===== src/rtl/gbar_pkg.sv =====
package gbar_pkg;

    typedef enum logic [1:0] {
        PWR_D0 = 2'b00,
        PWR_D1 = 2'b01,
        PWR_D2 = 2'b10,
        PWR_D3 = 2'b11
    } pwr_state_e;

    typedef enum logic [1:0] {
        XFER_BYTE  = 2'b00,
        XFER_WORD  = 2'b01,
        XFER_DWORD = 2'b10,
        XFER_RSVD  = 2'b11
    } xfer_size_e;

    localparam int CFG_DATA_W = 32;
    localparam int CFG_BYTES  = CFG_DATA_W / 8;

endpackage


===== src/rtl/gbar_cfg_regs.sv =====
module gbar_cfg_regs
    import gbar_pkg::*;
#(
    parameter int          MEM_WIN_LOG2 = 19,
    parameter int          IO_SPACE_W   = 16,
    parameter int          IO_WIN_LOG2  = 3,
    parameter logic [5:0]  MEM_DW_IDX   = 6'd5,
    parameter logic [5:0]  IO_DW_IDX    = 6'd6
) (
    input  logic                               clk,
    input  logic                               rst_n,
    input  logic                               wr_en,
    input  logic                               rd_en,
    input  logic [5:0]                         dword,
    input  logic [CFG_BYTES-1:0]               be,
    input  logic [CFG_DATA_W-1:0]              wdata,
    output logic [CFG_DATA_W-1:0]              rdata,
    output logic [CFG_DATA_W-1:MEM_WIN_LOG2]   mem_base,
    output logic [IO_SPACE_W-1:IO_WIN_LOG2]    io_base
);

    localparam logic [CFG_DATA_W-1:0] MEM_WMASK =
        {{(CFG_DATA_W-MEM_WIN_LOG2){1'b1}}, {MEM_WIN_LOG2{1'b0}}};
    localparam logic [CFG_DATA_W-1:0] IO_WMASK =
        {{(CFG_DATA_W-IO_SPACE_W){1'b0}}, {(IO_SPACE_W-IO_WIN_LOG2){1'b1}},
         {IO_WIN_LOG2{1'b0}}};
    localparam logic [CFG_DATA_W-1:0] IO_FIXED = {{(CFG_DATA_W-1){1'b0}}, 1'b1};

    typedef struct packed {
        logic [CFG_DATA_W-1:0] mem;
        logic [CFG_DATA_W-1:0] io;
        logic [CFG_DATA_W-1:0] rdata;
    } cfg_state_t;

    cfg_state_t st_d, st_q;
    logic [CFG_DATA_W-1:0] lane_mask;
    logic [CFG_DATA_W-1:0] mem_view, io_view;

    for (genvar b = 0; b < CFG_BYTES; b++) begin : g_lane
        assign lane_mask[8*b +: 8] = {8{be[b]}};
    end

    assign mem_view = st_q.mem & MEM_WMASK;
    assign io_view  = (st_q.io & IO_WMASK) | IO_FIXED;

    always_comb begin
        st_d = st_q;
        if (wr_en && dword == MEM_DW_IDX) begin
            st_d.mem = (st_q.mem & ~(MEM_WMASK & lane_mask))
                     | (wdata & MEM_WMASK & lane_mask);
        end
        if (wr_en && dword == IO_DW_IDX) begin
            st_d.io = (st_q.io & ~(IO_WMASK & lane_mask))
                    | (wdata & IO_WMASK & lane_mask);
        end
        if (rd_en) begin
            if (dword == MEM_DW_IDX)     st_d.rdata = mem_view;
            else if (dword == IO_DW_IDX) st_d.rdata = io_view;
            else                         st_d.rdata = '0;
        end
    end

    always_ff @(posedge clk) begin
        if (!rst_n) st_q <= '0;
        else        st_q <= st_d;
    end

    assign rdata    = st_q.rdata;
    assign mem_base = mem_view[CFG_DATA_W-1:MEM_WIN_LOG2];
    assign io_base  = io_view[IO_SPACE_W-1:IO_WIN_LOG2];

endmodule


===== src/rtl/gbar_win_match.sv =====
module gbar_win_match #(
    parameter int ADDR_W   = 32,
    parameter int SPACE_W  = 16,
    parameter int WIN_LOG2 = 3
) (
    input  logic [ADDR_W-1:WIN_LOG2]  addr_hi,
    input  logic [SPACE_W-1:WIN_LOG2] base,
    output logic                      hit
);

    logic field_eq;
    logic above_zero;

    assign field_eq = (addr_hi[SPACE_W-1:WIN_LOG2] == base);

    if (SPACE_W < ADDR_W) begin : g_upper
        assign above_zero = (addr_hi[ADDR_W-1:SPACE_W] == '0);
    end else begin : g_full
        assign above_zero = 1'b1;
    end

    assign hit = field_eq && above_zero;

endmodule


===== src/rtl/gbar_claim.sv =====
module gbar_claim
    import gbar_pkg::*;
(
    input  logic       clk,
    input  logic       rst_n,
    input  logic       valid,
    input  logic       is_io,
    input  xfer_size_e size,
    input  logic       mem_hit,
    input  logic       io_hit,
    input  pwr_state_e pwr,
    input  logic       io_en,
    input  logic       mem_en,
    input  logic       dev_off,
    input  logic       gfx_dis,
    output logic       claim
);

    typedef struct packed {
        logic claim;
    } claim_state_t;

    claim_state_t st_d, st_q;
    logic io_allowed;
    logic size_ok;

    assign io_allowed = (pwr == PWR_D0) && io_en && !dev_off && !gfx_dis;
    assign size_ok    = (size != XFER_RSVD);

    always_comb begin
        st_d = st_q;
        st_d.claim = 1'b0;
        if (valid && size_ok) begin
            if (is_io) st_d.claim = io_hit && io_allowed;
            else       st_d.claim = mem_hit && mem_en;
        end
    end

    always_ff @(posedge clk) begin
        if (!rst_n) st_q <= '0;
        else        st_q <= st_d;
    end

    assign claim = st_q.claim;

endmodule


===== src/rtl/gbar_decode_top.sv =====
module gbar_decode_top
    import gbar_pkg::*;
#(
    parameter int          MEM_WIN_LOG2 = 19,
    parameter int          IO_SPACE_W   = 16,
    parameter int          IO_WIN_LOG2  = 3,
    parameter logic [5:0]  MEM_DW_IDX   = 6'd5,
    parameter logic [5:0]  IO_DW_IDX    = 6'd6
) (
    input  logic        clk,
    input  logic        rst_n,
    input  logic        cfg_wr_en,
    input  logic        cfg_rd_en,
    input  logic [5:0]  cfg_dword,
    input  logic [3:0]  cfg_be,
    input  logic [31:0] cfg_wdata,
    output logic [31:0] cfg_rdata,
    input  logic        cpu_valid,
    input  logic [31:0] cpu_addr,
    input  logic        cpu_is_io,
    input  logic [1:0]  cpu_size,
    input  logic [1:0]  pm_state,
    input  logic        io_en,
    input  logic        mem_en,
    input  logic        dev_off,
    input  logic        gfx_dis,
    output logic        cpu_claim
);

    localparam int ADDR_W = CFG_DATA_W;

    logic [ADDR_W-1:MEM_WIN_LOG2]   mem_base;
    logic [IO_SPACE_W-1:IO_WIN_LOG2] io_base;
    logic mem_hit, io_hit;
    logic unused_addr_bits;

    assign unused_addr_bits = ^cpu_addr[IO_WIN_LOG2-1:0];

    gbar_cfg_regs #(
        .MEM_WIN_LOG2 (MEM_WIN_LOG2),
        .IO_SPACE_W   (IO_SPACE_W),
        .IO_WIN_LOG2  (IO_WIN_LOG2),
        .MEM_DW_IDX   (MEM_DW_IDX),
        .IO_DW_IDX    (IO_DW_IDX)
    ) regs_i (
        .clk      (clk),
        .rst_n    (rst_n),
        .wr_en    (cfg_wr_en),
        .rd_en    (cfg_rd_en),
        .dword    (cfg_dword),
        .be       (cfg_be),
        .wdata    (cfg_wdata),
        .rdata    (cfg_rdata),
        .mem_base (mem_base),
        .io_base  (io_base)
    );

    gbar_win_match #(
        .ADDR_W   (ADDR_W),
        .SPACE_W  (ADDR_W),
        .WIN_LOG2 (MEM_WIN_LOG2)
    ) mem_match_i (
        .addr_hi (cpu_addr[ADDR_W-1:MEM_WIN_LOG2]),
        .base    (mem_base),
        .hit     (mem_hit)
    );

    gbar_win_match #(
        .ADDR_W   (ADDR_W),
        .SPACE_W  (IO_SPACE_W),
        .WIN_LOG2 (IO_WIN_LOG2)
    ) io_match_i (
        .addr_hi (cpu_addr[ADDR_W-1:IO_WIN_LOG2]),
        .base    (io_base),
        .hit     (io_hit)
    );

    gbar_claim claim_i (
        .clk     (clk),
        .rst_n   (rst_n),
        .valid   (cpu_valid),
        .is_io   (cpu_is_io),
        .size    (xfer_size_e'(cpu_size)),
        .mem_hit (mem_hit),
        .io_hit  (io_hit),
        .pwr     (pwr_state_e'(pm_state)),
        .io_en   (io_en),
        .mem_en  (mem_en),
        .dev_off (dev_off),
        .gfx_dis (gfx_dis),
        .claim   (cpu_claim)
    );

endmodule


===== config.mk =====
export PLATFORM = sky130hd
export DESIGN_NAME = gbar_decode_top
export DESIGN_NICKNAME = d
export VERILOG_FILES = /design/src/rtl/gbar_pkg.sv /design/src/rtl/gbar_cfg_regs.sv /design/src/rtl/gbar_win_match.sv /design/src/rtl/gbar_claim.sv /design/src/rtl/gbar_decode_top.sv
export SDC_FILE = /design/constraint.sdc
export NUM_CORES = 1
export LEC_CHECK = 0
export ABC_CLOCK_PERIOD_IN_PS = 3840
export CAP_MARGIN = 10
export CORE_MARGIN = 2
export CORE_UTILIZATION = 44
export CTS_BUF_LIST = sky130_fd_sc_hd__clkbuf_4 sky130_fd_sc_hd__clkbuf_8 sky130_fd_sc_hd__clkbuf_16
export DETAILED_ROUTE_END_ITERATION = 16
export HOLD_SLACK_MARGIN = 0.1
export PLACE_DENSITY = 0.85
export SLEW_MARGIN = 20
export SYNTH_ARGS = -nofsm -noshare
export SYNTH_HDL_FRONTEND = slang
export SYNTH_SLANG_ARGS = --single-unit

===== constraint.sdc =====
create_clock -name clk -period 3.84 [get_ports clk]
set_input_delay 0.768 -clock clk [delete_from_list [all_inputs] [get_ports clk]]
set_output_delay 0.768 -clock clk [all_outputs]
set_load 0.005 [all_outputs]

==> summary.json <==
{
  "global_routing": {
    "grt_first_pass_wirelength_um": 10100,
    "grt_pass1_vias": 2145,
    "antenna_found_initial": 0,
    "met3_usage_pct": 5.67,
    "global_route.usage.met1_pct": 25.4,
    "gr-max-usage-layer": "met2",
    "maximum_number_of_pins_on_one_net_before_global_route_repair": 54,
    "global_route.usage.total_pct": 20.1,
    "globalRouteMet2Util_pct": 34.2,
    "overflow": 0
  },
  "timing": {
    "period_needed_ns": 2.64,
    "max_slew.worst_pin.slew_ns": 0.673,
    "final.period_utilization_pct": 68.7,
    "setup_repair_after_global_routing_missed_its_margin": "false",
    "finalSetupViolCount": 0,
    "fmax_mhz": 379,
    "report.final.slew_viol_count": 0,
    "timing.clock.skew_ns": 0.00621,
    "timing.slew.headroom_pct": 54.9,
    "final.setup.tns_ns": 0,
    "report.final.hold_viol_count": 0
  },
  "clock_tree": {
    "clock_latency_ns": 0.30,
    "cts.root.buffer_cell": "sky130_fd_sc_hd__clkbuf_8",
    "post-cts-setup-buffers": 0,
    "path_clk_slew_ns": 0.09,
    "clock_tree.buffer_depth": 2,
    "cts_inserted_buffers": 5,
    "post_cts_resized": 0,
    "cts_hold_buffers": 0,
    "clkSinkCount": 54,
    "cts_tree": "done",
    "cts.htree.levels": 2
  },
  "synth": {
    "synthesis.yosys.warnings": 0,
    "synth.area.mux_share_pct": 10.4,
    "post_syn_instances": 269,
    "synthXorXnorAreaFrac_pct": 8.79,
    "synthAdderAreaFrac_pct": 0,
    "synth.yosys.seq_area_share_pct": 41.7,
    "most_used_standard_cells_in_the_synthesized_netlist": "sky130_fd_sc_hd__dfxtp_1 (54), sky130_fd_sc_hd__nand2b_1 (29), sky130_fd_sc_hd__mux2i_1 (27), sky130_fd_sc_hd__nor2b_1 (27)",
    "synthMostInstantiatedCell": "sky130_fd_sc_hd__dfxtp_1",
    "synth.avg_cell_area_sq_um": 9.63,
    "yosys.area.top_type": "sky130_fd_sc_hd__dfxtp_1",
    "synth.distinct_cells": 28,
    "netlist_area_sq_um": 2590,
    "synth-async-reset-ratio_pct": 0,
    "ys_top_cells_by_area": "sky130_fd_sc_hd__dfxtp_1 (42%), sky130_fd_sc_hd__mux2i_1 (10%), sky130_fd_sc_hd__xor2_1 (8.5%)",
    "synth_simple_gate_area_share_pct": 25.7,
    "synth_flop_cell": "sky130_fd_sc_hd__dfxtp_1",
    "combinational_family_with_the_most_area_after_synthesis": "simple AND/OR/NAND/NOR gates",
    "number_of_synthesized_register_bits": 54,
    "synth-compound-area-share_pct": 8.45,
    "yosysTopAreaCellShare_pct": 41.7,
    "synth-edff-count": 0
  },
  "place": {
    "io_buffers": 106,
    "detailed_place_hpwl_um": 4860,
    "dpl-instance-area_sq_um": 3670,
    "place_congestion": 0.814
  },
  "cells_and_area": {
    "layout.filler_cells": 474,
    "layout.area.seq_sq_um": 1080,
    "multi_input_comb_area_sq_um": 1400,
    "antenna_cells_inserted": 0,
    "design_area_sq_um": 3770,
    "drive_above_1_share_pct": 4.32,
    "areaGrowthSynthToFinish_pct": 45.4,
    "layout.nets": 457
  },
  "floorplan": {
    "floorplan.initialDensity_pct": 46.2,
    "pin_count": 121,
    "core_area_sq_um": 5610,
    "die-area_sq_um": 6520,
    "die_height_um": 80.7,
    "die_width_um": 80.7,
    "rows": 27
  },
  "drt": {
    "drtAntennaViolNets": 0,
    "average_wire_per_cell_in_the_routed_design_um": 14.1,
    "vias": 2132,
    "drt_iter0_markers": 69,
    "totalWireLength_um": 6230,
    "post_drt_via_cell_ratio": 4.82,
    "first_pass_detailed_route_iteration_total": 4,
    "remaining_drc_errors": 0
  },
  "power": {
    "p_seq_share_pct": 54.8,
    "p_leak_nw": 1.34,
    "p_comb_share_pct": 13.2,
    "swShare_pct": 21.3,
    "ir_drop_uv": 184,
    "clock_power_share_pct": 32.0,
    "cell_internal_pwr_w": 0.000805,
    "power.density_nw_per_um2": 272,
    "total_switching_power_w": 0.000218
  },
  "critical_path": {
    "worst_setup_path_startpoint": "cfg_dword[5]",
    "cp_cell_sequence": "clkdlybuf4s50_1 > or4b_1 > nor3_2 > mux2i_1 > nor2b_1",
    "critPathTopFamily": "simple AND/OR/NAND/NOR gates",
    "worst-endpoint-arrival_ns": 2.83,
    "criticalPathCategory": "in2reg",
    "setup.worst_path.end_class": "flip-flop",
    "slowest_delay_ns": 0.70,
    "kind_of_start_point_of_the_critical_path": "input port",
    "critical_path.n_buffers_inverters": 1,
    "worst-endpoint-required_ns": 4.04,
    "slowest_cell_on_crit_path": "sky130_fd_sc_hd__or4b_1",
    "worst-path-max-fanout": 6
  },
  "hold_path": {
    "min_path_type": "reg2reg",
    "holdCritStartpoint": "regs_i.rdata[4]"
  },
  "run_status": {
    "outcome": "completed"
  },
  "run": {
    "drv.max_cap_violation_count": 0
  }
}
[per-layer routing]
| metal | vias up | routed length [um] | part of all wire [%] |
|---|---|---|---|
| met1 | 962 | 2760 | 44 |
| met3 | 6 | 416 | 6.7 |
| met4 | 0 | 63 | 1.0 |
| met5 | - | 0 | 0 |
| met2 | 61 | 2990 | 48 |
| li1 | 1103 | - | - |
[cell type report]
| cell class | count | area share, % |
|---|---|---|
| flip-flops and latches | 54 | 28.7 |
| clock inverters | 1 | 0.133 |
| inverters | 2 | 0.199 |
| repair buffers | 110 | 29.0 |
| well taps | 72 | 2.39 |
| multi-input cells | 196 | 37.2 |
| clock buffers | 7 | 2.39 |
[stage by stage]
stage          total power, W  std cells  util [%]  setup WS [ns]  hold slack, ns
6_report              0.00102        442      67.2           1.20           0.478
5_1_grt               0.00107        442      67.2           1.13           0.507
4_1_cts               0.00103        442      67.2           1.21           0.485
3_5_place_dp         0.000710        434      65.5          0.892           0.472
3_3_place_gp         0.000708        434      65.5          0.957           0.463
2_1_floorplan        0.000621        273         -           1.48           0.471
[path summary, 6_finish.rpt]
path | endpoint | slack [ns] | depth (start not counted)
max reg2reg | claim_i.claim | 2.55 | 4
min | regs_i.rdata[4] | 0.48 | 2
max | flip-flop | 1.20 | 5
min reg2reg | regs_i.rdata[4] | 0.48 | 2
[worst register-to-register path, delay by kind of cell, from the launching register on]
kind	cells	cell delay, ns
flip-flops	1	0.34
AO/OA/AOI/OAI	2	0.56
AND/OR/NAND/NOR	1	0.17
XOR/XNOR	1	0.16
[placed cells by master, fill, tap and decap left out, types with 3 or more instances in the layout]
master / netlist / final
sky130_fd_sc_hd__nand3_1: 26 / 26
sky130_fd_sc_hd__a21boi_0: 26 / 26
sky130_fd_sc_hd__nand4_1: 3 / 3
sky130_fd_sc_hd__clkdlybuf4s50_1: 0 / 106
sky130_fd_sc_hd__xor2_1: 25 / 25
sky130_fd_sc_hd__clkbuf_8: 0 / 6
sky130_fd_sc_hd__mux2i_1: 27 / 27
sky130_fd_sc_hd__nand2b_1: 29 / 29
sky130_fd_sc_hd__nor2_1: 3 / 3
sky130_fd_sc_hd__nor4_1: 7 / 7
sky130_fd_sc_hd__buf_4: 5 / 4
sky130_fd_sc_hd__dfxtp_1: 54 / 54
sky130_fd_sc_hd__conb_1: 1 / 5
sky130_fd_sc_hd__nand2_1: 5 / 5
sky130_fd_sc_hd__nor2b_1: 27 / 27
[logic make-up after synthesis]
| group | after synthesis |
|---|---|
| flops | 54 |
| xor+xnor | 26 |
| simple gates | 109 |
| buf+inv | 23 |
| other cells | 1 |
| mux | 27 |
| compound gates | 29 |
[power groups by stage]
stage / Combinational (W) / Sequential (W) / Clock, W
CTS: 0.000136 / 0.000561 / 0.000337
detailed placement: 0.000136 / 0.000574 / 0
floorplan: 0.0000472 / 0.000574 / 0
global placement: 0.000135 / 0.000574 / 0
finish: 0.000135 / 0.000561 / 0.000327
global route: 0.000146 / 0.000561 / 0.000361
No activity file was read; power rests on OpenSTA's default activity.
